[src/rtl/hashreg_pkg.sv]
package hashreg_pkg;
   typedef enum logic [2:0] {
      ALG_MD5    = 3'd0,
      ALG_SHA1   = 3'd1,
      ALG_SHA224 = 3'd2,
      ALG_SHA256 = 3'd3,
      ALG_SHA384 = 3'd4,
      ALG_SHA512 = 3'd5,
      ALG_OTHER  = 3'd7
   } hash_algo_e;

   localparam int CMD_MD5_LE_BIT = 2;
   localparam int CMD_SHA_BE_BIT = 3;
   localparam int CMD_SEL_B0     = 4;
   localparam int CMD_SEL_B1     = 5;
   localparam int CMD_SEL_B2     = 6;
   localparam int CMD_SEL_B3     = 10;

   localparam int STS_BUSY_BIT   = 0;
   localparam int STS_DONE_BIT   = 9;
endpackage

[src/rtl/hashreg_masked_reg.sv]
module hashreg_masked_reg #(
   parameter int          W    = 32,
   parameter logic [W-1:0] KEEP = '1
) (
   input  logic         clk,
   input  logic         rst_n,
   input  logic         we,
   input  logic [W-1:0] wdata,
   output logic [W-1:0] q
);
   always_ff @(posedge clk or negedge rst_n) begin
      if (!rst_n)  q <= '0;
      else if (we) q <= wdata & KEEP;
   end

   // unimplemented bits never hold a one
   a_r1_keep_mask: assert property (@(posedge clk) disable iff (!rst_n)
      (q & ~KEEP) == '0);
endmodule

[src/rtl/hashreg_cmd_decode.sv]
module hashreg_cmd_decode
   import hashreg_pkg::*;
(
   input  logic [3:0] sel,
   input  logic       be_bit,
   input  logic       le_bit,
   output hash_algo_e algo,
   output logic       sha_be,
   output logic       md5_le
);
   always_comb begin
      unique case (sel)
         4'b0000: algo = ALG_MD5;
         4'b0010: algo = ALG_SHA1;
         4'b0100: algo = ALG_SHA224;
         4'b0101: algo = ALG_SHA256;
         4'b0110: algo = ALG_SHA512;
         4'b1110: algo = ALG_SHA384;
         default: algo = ALG_OTHER;
      endcase
      sha_be = be_bit;
      md5_le = le_bit;
   end
endmodule

[src/rtl/hashreg_job_ctrl.sv]
module hashreg_job_ctrl #(
   parameter int           W        = 32,
   parameter logic [W-1:0] CMD_KEEP = '1
) (
   input  logic         clk,
   input  logic         rst_n,
   input  logic         cmd_we,
   input  logic [W-1:0] cmd_wdata,
   input  logic [W-1:0] src_q,
   input  logic [W-1:0] dst_q,
   input  logic [W-1:0] len_q,
   input  logic         sts_clr,
   input  logic         job_done,
   output logic         busy_q,
   output logic         done_q,
   output logic         job_start,
   output logic [W-1:0] job_cmd,
   output logic [W-1:0] job_src,
   output logic [W-1:0] job_dst,
   output logic [W-1:0] job_len
);
   logic launch, finish;

   assign launch = cmd_we && !busy_q;
   assign finish = busy_q && job_done;

   always_ff @(posedge clk or negedge rst_n) begin
      if (!rst_n) begin
         busy_q    <= 1'b0;
         done_q    <= 1'b0;
         job_start <= 1'b0;
         job_cmd   <= '0;
         job_src   <= '0;
         job_dst   <= '0;
         job_len   <= '0;
      end else begin
         job_start <= launch;
         if (launch) begin
            busy_q  <= 1'b1;
            job_cmd <= cmd_wdata & CMD_KEEP;
            job_src <= src_q;
            job_dst <= dst_q;
            job_len <= len_q;
         end else if (finish) begin
            busy_q  <= 1'b0;
         end
         if (finish)       done_q <= 1'b1;
         else if (sts_clr) done_q <= 1'b0;
      end
   end

   a_r6_single_pulse: assert property (@(posedge clk) disable iff (!rst_n)
      job_start |=> !job_start);
   a_r7_finish: assert property (@(posedge clk) disable iff (!rst_n)
      finish |=> (!busy_q && done_q));
   a_r8_clear: assert property (@(posedge clk) disable iff (!rst_n)
      (sts_clr && !finish) |=> !done_q);
   a_r9_sticky: assert property (@(posedge clk) disable iff (!rst_n)
      (!sts_clr && done_q) |=> done_q);
   a_r11_hold_busy: assert property (@(posedge clk) disable iff (!rst_n)
      (busy_q && cmd_we) |=> (!job_start && $stable(job_cmd) && $stable(job_src)
                              && $stable(job_dst) && $stable(job_len)));
   a_r13_idle_done: assert property (@(posedge clk) disable iff (!rst_n)
      (!busy_q && job_done && !done_q) |=> !done_q);
endmodule

[src/rtl/hashreg_frontend.sv]
module hashreg_frontend
   import hashreg_pkg::*;
#(
   parameter int            DATA_W       = 32,
   parameter int            ADDR_W       = 5,
   parameter logic [31:0]   SRC_KEEP     = 32'h7FFF_FFFF,
   parameter logic [31:0]   DST_KEEP     = 32'h7FFF_FFF8,
   parameter logic [31:0]   LEN_KEEP     = 32'h0FFF_FFFF,
   parameter logic [31:0]   CMD_KEEP     = 32'h0000_047C,
   parameter bit            CMD_READBACK = 1'b1
) (
   input  logic              clk,
   input  logic              rst_n,
   input  logic              reg_we,
   input  logic [ADDR_W-1:0] reg_addr,
   input  logic [DATA_W-1:0] reg_wdata,
   output logic [DATA_W-1:0] reg_rdata,
   output logic              job_start,
   output logic [2:0]        job_algo,
   output logic              job_sha_be,
   output logic              job_md5_le,
   output logic [DATA_W-1:0] job_src,
   output logic [DATA_W-1:0] job_dst,
   output logic [DATA_W-1:0] job_len,
   input  logic              job_done,
   output logic              irq
);
   localparam int NREG = 3;
   localparam logic [ADDR_W-1:0] OFF_SRC = ADDR_W'(0);
   localparam logic [ADDR_W-1:0] OFF_DST = ADDR_W'(4);
   localparam logic [ADDR_W-1:0] OFF_LEN = ADDR_W'(8);
   localparam logic [ADDR_W-1:0] OFF_CMD = ADDR_W'(12);
   localparam logic [ADDR_W-1:0] OFF_STS = ADDR_W'(16);
   localparam logic [NREG*DATA_W-1:0] KEEPS =
      {DATA_W'(LEN_KEEP), DATA_W'(DST_KEEP), DATA_W'(SRC_KEEP)};

   if (DATA_W != 32) begin : g_bad_width
      $error("hashreg_frontend: DATA_W must be 32");
   end
   if (ADDR_W < 5) begin : g_bad_addr
      $error("hashreg_frontend: ADDR_W must reach offset 0x10");
   end

   logic [ADDR_W-1:0]      reg_offs [NREG];
   logic [DATA_W-1:0]      reg_q    [NREG];
   logic [DATA_W-1:0]      job_cmd;
   logic [DATA_W-1:0]      cmd_rd;
   logic [DATA_W-1:0]      sts_rd;
   logic                   busy_q, done_q;
   hash_algo_e             algo;

   assign reg_offs[0] = OFF_SRC;
   assign reg_offs[1] = OFF_DST;
   assign reg_offs[2] = OFF_LEN;

   for (genvar i = 0; i < NREG; i++) begin : g_areg
      hashreg_masked_reg #(
         .W    (DATA_W),
         .KEEP (KEEPS[i*DATA_W +: DATA_W])
      ) u_reg (
         .clk   (clk),
         .rst_n (rst_n),
         .we    (reg_we && (reg_addr == reg_offs[i])),
         .wdata (reg_wdata),
         .q     (reg_q[i])
      );
   end

   hashreg_job_ctrl #(
      .W        (DATA_W),
      .CMD_KEEP (DATA_W'(CMD_KEEP))
   ) u_ctrl (
      .clk       (clk),
      .rst_n     (rst_n),
      .cmd_we    (reg_we && (reg_addr == OFF_CMD)),
      .cmd_wdata (reg_wdata),
      .src_q     (reg_q[0]),
      .dst_q     (reg_q[1]),
      .len_q     (reg_q[2]),
      .sts_clr   (reg_we && (reg_addr == OFF_STS) && reg_wdata[STS_DONE_BIT]),
      .job_done  (job_done),
      .busy_q    (busy_q),
      .done_q    (done_q),
      .job_start (job_start),
      .job_cmd   (job_cmd),
      .job_src   (job_src),
      .job_dst   (job_dst),
      .job_len   (job_len)
   );

   hashreg_cmd_decode u_dec (
      .sel    ({job_cmd[CMD_SEL_B3], job_cmd[CMD_SEL_B2],
                job_cmd[CMD_SEL_B1], job_cmd[CMD_SEL_B0]}),
      .be_bit (job_cmd[CMD_SHA_BE_BIT]),
      .le_bit (job_cmd[CMD_MD5_LE_BIT]),
      .algo   (algo),
      .sha_be (job_sha_be),
      .md5_le (job_md5_le)
   );
   assign job_algo = algo;

   if (CMD_READBACK) begin : g_cmd_rb
      assign cmd_rd = job_cmd;
   end else begin : g_cmd_zero
      assign cmd_rd = '0;
   end

   always_comb begin
      sts_rd               = '0;
      sts_rd[STS_BUSY_BIT] = busy_q;
      sts_rd[STS_DONE_BIT] = done_q;
   end

   always_comb begin
      unique case (reg_addr)
         OFF_SRC: reg_rdata = reg_q[0];
         OFF_DST: reg_rdata = reg_q[1];
         OFF_LEN: reg_rdata = reg_q[2];
         OFF_CMD: reg_rdata = cmd_rd;
         OFF_STS: reg_rdata = sts_rd;
         default: reg_rdata = '0;
      endcase
   end

   assign irq = |sts_rd[DATA_W-1:1];

   a_r10_irq_source: assert property (@(posedge clk) disable iff (!rst_n)
      $rose(irq) |-> $past(job_done));
   a_r6_busy_follows_start: assert property (@(posedge clk) disable iff (!rst_n)
      $rose(job_start) |-> sts_rd[STS_BUSY_BIT]);
endmodule

[config.mk]
export PLATFORM = sky130hd
export DESIGN_NAME = hashreg_frontend
export DESIGN_NICKNAME = d
export VERILOG_FILES = /design/src/rtl/hashreg_pkg.sv /design/src/rtl/hashreg_masked_reg.sv /design/src/rtl/hashreg_cmd_decode.sv /design/src/rtl/hashreg_job_ctrl.sv /design/src/rtl/hashreg_frontend.sv
export SDC_FILE = /design/constraint.sdc
export NUM_CORES = 1
export LEC_CHECK = 0
export ABC_AREA = 0
export BUFFER_PORTS_ARGS = -buffer_cell sky130_fd_sc_hd__clkbuf_2
export CAP_MARGIN = 15
export CORE_MARGIN = 1.5
export CORE_UTILIZATION = 40
export DETAILED_ROUTE_END_ITERATION = 8
export HOLD_SLACK_MARGIN = 0.02
export PLACE_DENSITY = 0.73
export RECOVER_POWER = 25
export SETUP_SLACK_MARGIN = 0.5
export SYNTH_ARGS = -nofsm -noshare
export SYNTH_HDL_FRONTEND = slang
export SYNTH_SLANG_ARGS = --single-unit
[constraint.sdc]
create_clock -name clk -period 3.1 [get_ports clk]
set_clock_uncertainty 0.2 [all_clocks]
set_input_delay 0.62 -clock clk [delete_from_list [all_inputs] [get_ports clk]]
set_output_delay 0.62 -clock clk [all_outputs]
set_load 0.02 [all_outputs]
# Word level (Yosys, flattened, before mapping)
# Index checks and enable logic that the tools add are counted.
[op_classes] mux=6 order_cmp=0 div_mod_pow=0 multipliers=0 reduce_logical=13 n_bitwise=0 addsub=0 n_eq_ne=9 shift=0
[ops] cell="one-hot mux 31 bit (5 select lines)" n=1
[ops] cell="one-hot mux 3 bit (6 select lines)" n=1
[ops] cell="equality test 4 x 3 -> 1 bit, second input constant" n=3
[ops] cell="equality test 5 x 4 -> 1 bit, second input constant" n=2
[ops] cell="logical AND 1 bit" n=8
[ops] cell="equality test 5 x 3 -> 1 bit, second input constant" n=1
[ops] cell="equality test 5 bit, second input constant" n=1
[ops] cell="logical NOT 5 bit" n=1
[ops] cell="equality test 4 x 2 -> 1 bit, second input constant" n=1
[ops] cell="equality test 4 bit, second input constant" n=1
[ops] cell="logical NOT 4 bit" n=1
[ops] cell="two-way mux 1 bit" n=4
[ops] cell="nonzero test 2 bit" n=2
[ops] cell="logical NOT 1 bit" n=1
[word_totals] out_inout_bits=135 in_bits=41 word_cells=38 mem_bits_rw=0 n_memories=0 romBits=0 ff_bits=183 latchBits=0

# Longest topological paths before layout
# Gate-level depths: netlist (run 1).
[logic_depth] ltp_word=5 mapped_depth=6 depth_no_buf=3

# Modules after synthesis
# From an unflattened synthesis (run 1), not the netlist that was laid out.
[unflattened] hier_cells=579 area_unflattened_um2=9156.3
[modules_own_cells] module="hashreg_job_ctrl" seq_area_each_um2=2627.5 cells_each=250 instances=1 area_per_inst_um2=4450.5
[modules_own_cells] module="hashreg_masked_reg (g_areg[1].u_reg ...)" seq_area_each_um2=700.7 cells_each=64 instances=2 area_per_inst_um2=1176.1
[modules_own_cells] module="hashreg_masked_reg (g_areg[0].u_reg)" seq_area_each_um2=775.7 cells_each=67 instances=1 area_per_inst_um2=1169.9
[modules_own_cells] module="hashreg_frontend" seq_area_each_um2=0.0 cells_each=124 instances=1 area_per_inst_um2=1118.6
[modules_own_cells] module="hashreg_cmd_decode" seq_area_each_um2=0.0 cells_each=10 instances=1 area_per_inst_um2=65.1

# Worst setup path after synthesis (run 1)
# OpenSTA, ideal clock, no wires.
[synth_path] kind="input port to output port" start="input port reg_addr[3]" end="output port reg_rdata[21]" arrival_ns=2.125 stages=5 path_buffers=3 setup_slack_ns=0.155 t_required_ns=2.280 cell_sequence="buf_2 -> or4_2 -> clkbuf_1 -> clkbuf_1 -> o2bb2ai_1"
[synth_via] elab_chain_cells=2 word_cells_on_any_way=6 cone_classes="eq/ne: 4; mux: 1; reduce/logical: 1"
[synth_lines] element="from (decl)" line_no="hashreg_frontend.sv:15" text="input logic [ADDR_W-1:0] reg_addr,"
[synth_lines] element="equality test 5 bit, or another cell as far along" line_no="hashreg_frontend.sv:115" text="unique case (reg_addr)"
[synth_lines] element="one-hot mux 31 bit (5 select lines) *" line_no="hashreg_frontend.sv:115"
[synth_lines] element="to (decl)" line_no="hashreg_frontend.sv:17" text="output logic [DATA_W-1:0] reg_rdata,"
# Every way passes the cells marked *; elsewhere a longest branch is shown, timed or not.

# Worst setup path after layout (run 1)
[layout_path] start="input port reg_addr[4]" end="output port reg_rdata[22]"
# The elaborated chain is that of the path after synthesis.

==> results of run 1 <==
-- power by group --
part | switching (mW) | internal, mW
Sequential | 0.293 | 2.77
Clock | 0.942 | 1.26
Combinational | 0.614 | 0.556
Total | 1.85 | 4.59
-- worst max path at each step --
stage / cells after the start / end / from
after floorplan: 5 / reg_rdata[21] / reg_addr[4]
after global placement: 5 / reg_rdata[21] / reg_addr[4]
after detailed placement: 5 / reg_rdata[22] / reg_addr[4]
after CTS: 5 / reg_rdata[21] / reg_addr[3]
after global routing: 3 / g_areg[2].u_reg.q[4] / rst_n
final: 5 / reg_rdata[22] / reg_addr[4]
-- stage by stage --
step | hold WS (ns) | instances
after global placement | 0.288 | 916
after CTS | 0.187 | 951
after detailed placement | 0.292 | 916
after global routing | 0.201 | 955
final | 0.204 | 956
after floorplan | 0.124 | 511
-- cell families (layout without fill, tap and decap cells) --
group	after synthesis	count (layout)	share of synthesized area
multiplexers	214	214	0.316
AND/OR/NAND/NOR	27	27	0.0231
other	1	11	0.000485
AO/OA/AOI/OAI	35	35	0.0354
flip-flops	183	183	0.592
buffers and inverters	42	226	0.0336
-- cells in the final DEF, fill, tap and decap left out, types with 3 or more instances in the layout --
cell type,n
dfrtp_1,183
o21ai_0,4
buf_12,8
inv_1,3
buf_8,8
clkbuf_2,132
clkbuf_4,4
nand2b_1,4
clkbuf_16,20
buf_4,16
clkbuf_8,4
o22ai_2,3
o2bb2ai_4,19
conb_1,10
nor2_4,4
buf_6,17
mux2_2,160
mux2_4,20
clkinvlp_4,3
mux2i_1,34
-- worst max-delay path, stage by stage --
cell and delay [ns]:
buf_6 0.10, or4_4 0.63, buf_12 0.21, o2bb2ai_4 0.15
buf_6 0.13
-- layer usage --
| layer | global-route usage | part of all wire |
|---|---|---|
| met2 | 0.302 | 0.49 |
| met1 | 0.246 | 0.44 |
| met4 | 0.0640 | 0.012 |
| met5 | 0 | 0 |
| met3 | 0.0582 | 0.061 |
-- state kept, by name (all words and copies together), names as in the netlist --
register	flops
g_areg.u_reg.q	87
u_ctrl.job_src	31
u_ctrl.job_dst	28
u_ctrl.busy_q	1
u_ctrl.done_q	1
u_ctrl.job_cmd	6
u_ctrl.job_len	28
u_ctrl.job_start	1
-- repair_timing --
action	4_1_cts	5_1_grt
gates cloned	0	3
pin swaps	4	6
resized for setup	35	70
setup endpoints to repair	31	31
endpoints found under the hold margin	57	0
buffers inserted	2	1
hold buffers	1	0
-- layout make-up --
class | count | area share
antenna | 1 | 0.000244
timing repair buffer | 191 | 0.135
multi-input combinational | 286 | 0.327
tap | 260 | 0.0317
clock buffer | 20 | 0.0454
clock inverter | 12 | 0.0135
inverter | 3 | 0.00110
sequential | 183 | 0.446
==> flow_summary.json, run 1 <==
{
  "synth-seq-cells": 183,
  "syn_inst": 502,
  "final_area_um2": 10300,
  "r2r_cells": 4,
  "rrSetupSlack_ns": 1.36,
  "die_w_um": 142,
  "grt_max_degree": 67,
  "crit_type": "in -> out",
  "hold_path_startpoint": "job_done",
  "cts_tree": "built",
  "cts_buffers": 17,
  "seqCellArea_um2": 4580,
  "gp_congestion": 0.788,
  "avgSynthCellArea_um2": 15.4,
  "coreArea_um2": 18800,
  "clock_latency_ns": 0.42,
  "grt_remaining_overflow": 0,
  "area_delta_synth_final_pct": 32.8,
  "p_total_mw": 6.44,
  "h-tree-depth": 4,
  "powerDensity_nw_per_um2": 627,
  "synth-edff-count": 0,
  "max_clock_freq_mhz": 376,
  "ant_nets": 0,
  "tns_ns": 0,
  "endpoint_kind": "output pin",
  "synth_commonest_cells": "183 x dfrtp_1, 160 x mux2_2, 34 x mux2i_1, 20 x mux2_4, 20 x o2bb2ai_1",
  "rows": 50,
  "synth_cell_type_count": 35,
  "viasPerCell": 5.09,
  "slew_headroom": -0.0507,
  "drc": 0,
  "hpwl_um": 12600,
  "cp_max_fo": 7,
  "rsz0062_at_grt": "yes",
  "num-fill-cells": 1546,
  "start_util": 0.411,
  "via_count": 4862,
  "boundaryPins": 176,
  "dp_slack_ns": 0.241,
  "r2r_end": "u_ctrl.job_len[17]",
  "hold_path.class": "in -> reg",
  "synth_top_area_share": 0.592,
  "die_y_um": 142,
  "status": "finished, violations left",
  "slew_violations": 59,
  "drive_above_1_share": 0.633,
  "placed_area_um2": 9250,
  "wl_um": 18700,
  "routedWlPerCell_um": 19.5,
  "synth_async_sr_flop_share": 1.00,
  "setup_viol": 0,
  "arrival_ns": 1.84,
  "worstPathRequired_ns": 2.28,
  "timing.final.ws_setup_ns": 0.438,
  "r2r_start": "u_ctrl.busy_q",
  "multi_input_comb_area_um2": 3360,
  "start_kind": "primary input",
  "tightest_slew_ns": 1.58,
  "holdPathStages": 2,
  "cap_viol_max_count": 1,
  "period_needed_ns": 2.66,
  "ctsRootBufferMaster": "clkbuf_16",
  "synth_warnings": 0,
  "synth_flop_cell": "dfrtp_1",
  "seq_area_frac_synth": 0.592,
  "yosysMostFrequentCell": "dfrtp_1",
  "violations": "max-capacitance violations, max-slew violations",
  "grt_pass1_wl_um": 29000,
  "cts.sinks": 183,
  "post-synth-top-area-cell": "dfrtp_1",
  "path_clk_slew_ns": 0.06,
  "drt_pre_antenna_iters": 4,
  "synthTopCellsByArea": "dfrtp_1 59%, mux2_2 23%, mux2i_1 4.4%",
  "leakagePower_nw": 5.13,
  "cts_buffer_depth": 2,
  "final_core_util": 0.546,
  "hold_end": "u_ctrl.busy_q",
  "irDropWorstVdd_v": 0.000367,
  "syn_area_um2": 7740,
  "antenna_found_initial": 1,
  "dieArea_um2": 20200,
  "io_buffers": 164,
  "drt-initial-drc-count": 171,
  "grtUsageTotal": 0.189,
  "grt_pass1_vias": 5188,
  "final_nets": 723,
  "finalHoldViolCount": 0,
  "post-route-period-util": 0.859
}
Power figures use the tool's default switching activity.
==> inputs of run 2 (changes only) <==
- PLACE_DENSITY: 0.73 -> 0.72
- SYNTH_HIERARCHICAL: not set -> 1
==> run 2 against run 1 <==
  * The flow now finishes without violations
  * Core utilization fell by 7.5 points
  * Critical endpoint unchanged
  * Critical path type unchanged
  * Via count rose by 6.6%
  * Synthesized cell count rose by 15%
==> flow_summary.json, run 2 <==
{
  "rsz0062_at_grt": "yes",
  "wl_um": 20000,
  "max_clock_freq_mhz": 363,
  "boundaryPins": 176,
  "leakagePower_nw": 5.38,
  "crit_chain": "clkbuf_2 -> nor3_1 -> nand2_2 -> buf_12 -> o22ai_1 -> clkbuf_2",
  "synth_warnings": 6,
  "cts.sinks": 192,
  "die_w_um": 154,
  "drt-initial-drc-count": 159,
  "tightest_slew_ns": 1.15,
  "grt_max_degree": 67,
  "synth-seq-cells": 192,
  "drive_above_1_share": 0.552,
  "dp_cells": 1015,
  "largest_reg_flops": 87,
  "hold_path_startpoint": "job_done",
  "area_delta_synth_final_pct": 15.9,
  "drc": 0,
  "path_clk_slew_ns": 0.07,
  "slew_violations": 0,
  "rrSetupSlack_ns": 1.39,
  "seq_area_frac_synth": 0.525,
  "synth_cell_type_count": 33,
  "h-tree-depth": 4,
  "slew_headroom": 0.230,
  "largest_register": "g_areg.u_reg/q",
  "critPathMostFrequentCell": "clkbuf_2",
  "hold_slack_ns": 0.243,
  "ctsRootBufferMaster": "clkbuf_16",
  "grtUsageTotal": 0.170,
  "cts_buffers": 17,
  "dieArea_um2": 23800,
  "start_util": 0.406,
  "irDropWorstVdd_v": 0.000305,
  "placed_area_um2": 9980,
  "viasPerCell": 4.94,
  "via_count": 5181,
  "avgSynthCellArea_um2": 15.8,
  "post_cts_buffers": 0,
  "antenna_cells": 0,
  "routedWlPerCell_um": 19.1,
  "crit_path_max_incr_delay_ns": 0.37,
  "antenna_found_initial": 0,
  "r2r_cells": 3,
  "switchingPower_mw": 1.97,
  "clock_latency_ns": 0.43,
  "die_y_um": 154,
  "rows": 55,
  "grt_pass1_wl_um": 31000,
  "io_buffers": 173,
  "critical_path.top_delay_family": "buffers and inverters",
  "synth-edff-count": 0,
  "hold_path.class": "in -> reg",
  "slowest_stage": "nor3_1",
  "stdcell_count": 1049,
  "cts_buffer_depth": 2,
  "p_seq_frac": 0.470,
  "layout_common_cells": "192 x dfrtp_1, 159 x clkbuf_2, 109 x mux2_4",
  "status": "complete, no violations",
  "cap_viol_max_count": 0,
  "gp_congestion": 0.742,
  "cp_max_fo": 32,
  "crit_type": "in -> out",
  "post-route-period-util": 0.890,
  "hpwl_um": 12600,
  "tns_ns": 0,
  "synth_flop_cell": "dfrtp_1",
  "r2r_start": "u_ctrl/busy_q",
  "setup_viol": 0,
  "arrival_ns": 1.94,
  "final_area_um2": 10600,
  "dp_slack_ns": 0.400,
  "internal_power_mw": 4.89,
  "ant_nets": 0,
  "cts_tree": "built",
  "swShare": 0.288,
  "period_needed_ns": 2.76,
  "r2r_end": "u_ctrl/job_len[14]",
  "synth_commonest_cells": "192 x dfrtp_1, 109 x mux2_4, 80 x mux2_2, 62 x mux2i_1, 41 x buf_4",
  "final_common_cell": "dfrtp_1",
  "num-fill-cells": 1979,
  "synthTopCellsByArea": "dfrtp_1 52%, mux2_4 18%, mux2_2 9.8%",
  "grt_pass1_vias": 5315,
  "worstPathRequired_ns": 2.28,
  "finalHoldViolCount": 0,
  "post-synth-top-area-cell": "dfrtp_1",
  "syn_inst": 579,
  "start_kind": "primary input",
  "powerDensity_nw_per_um2": 647,
  "holdPathStages": 3,
  "comb_power_share": 0.194,
  "drt_pre_antenna_iters": 4,
  "hold_end": "u_ctrl/done_q",
  "clockPowerShare": 0.336,
  "endpoint_kind": "output pin",
  "syn_area_um2": 9160,
  "grt_remaining_overflow": 0,
  "final_nets": 792,
  "synth_top_area_share": 0.525,
  "yosysMostFrequentCell": "dfrtp_1",
  "coreArea_um2": 22600,
  "crit_buf_inv": 3,
  "timing.final.ws_setup_ns": 0.342,
  "synth_async_sr_flop_share": 1.00
}
-- run 2: cell types whose count changed after synthesis, sizes merged, moves of 2 or more --
cell,before,now
o22ai,5,29
dfrtp,183,192
nand4,2,0
clkbuf,7,2
o2bb2ai,20,0
buf,32,69
o21ai,5,1
mux2,180,189
conb,1,4
mux2i,34,62
inv,3,1
o221ai,0,2
-- run 2: area by class of cell --
class                      instances  area (µm²)  share of cell area
clock inverter                    12         148              0.0139
sequential                       192        4800               0.453
timing repair buffer             193        1130               0.106
clock buffer                      20         467              0.0440
multi-input combinational        346        3710               0.349
inverter                           1        3.75            0.000354
tap                              285         357              0.0336
-- run 2: metal layers --
layer,share of wire,up-vias,track usage
met2,0.49,145,0.285
met4,0.010,0,0.0472
met3,0.052,14,0.0420
met1,0.45,2664,0.219
met5,0,-,0
li1,-,2358,-
-- run 2: worst reg2reg max path, cell delays in order, from the launching register on --
cell and delay, ns:
dfrtp_1 0.44, nor2b_4 0.19, buf_12 0.37, mux2_2 0.41
-- run 2: cells by family after synthesis --
group / Yosys count / synth area share
buf+inv: 72 / 0.0843
other cells: 4 / 0.00164
flops: 192 / 0.525
mux: 252 / 0.347
simple gates: 24 / 0.0159
compound gates: 35 / 0.0261
-- run 2: worst max-delay path by stage --
stage / to / startpoint / cells past startpoint / slack [ns]
3_5_place_dp: u_ctrl/job_src[28] / reg_addr[1] / 7 / 0.40
6_report: reg_rdata[22] / reg_addr[4] / 6 / 0.34
3_3_place_gp: u_ctrl/job_src[28] / reg_addr[1] / 7 / 0.44
4_1_cts: reg_rdata[24] / reg_addr[1] / 6 / 0.53
2_1_floorplan: u_ctrl/job_dst[0] / reg_addr[1] / 8 / 0.71
5_1_grt: u_ctrl/job_len[22] / rst_n / 3 / 0.26
-- run 2: metrics by stage --
step / utilization / total power [mW]
2_1_floorplan: - / 4.18
3_3_place_gp: 0.442 / 4.56
3_5_place_dp: 0.442 / 4.61
4_1_cts: 0.471 / 6.95
5_1_grt: 0.470 / 7.18
6_report: 0.470 / 6.86
-- run 2: timing repair --
action | in CTS | in global routing
hold buffers | 1 | 0
endpoints found under the setup margin | 20 | 17
cloned | 0 | 1
pin swaps | 0 | 1
resized for setup | 4 | 19
hold endpoints to repair | 62 | 0
-- run 2: power groups by stage --
stage	registers, mW	logic, mW	clock network [mW]
floorplan	3.40	0.781	0
global placement	3.25	1.31	0
detailed placement	3.27	1.34	0
CTS	3.23	1.35	2.37
global route	3.28	1.43	2.47
finish	3.22	1.33	2.31
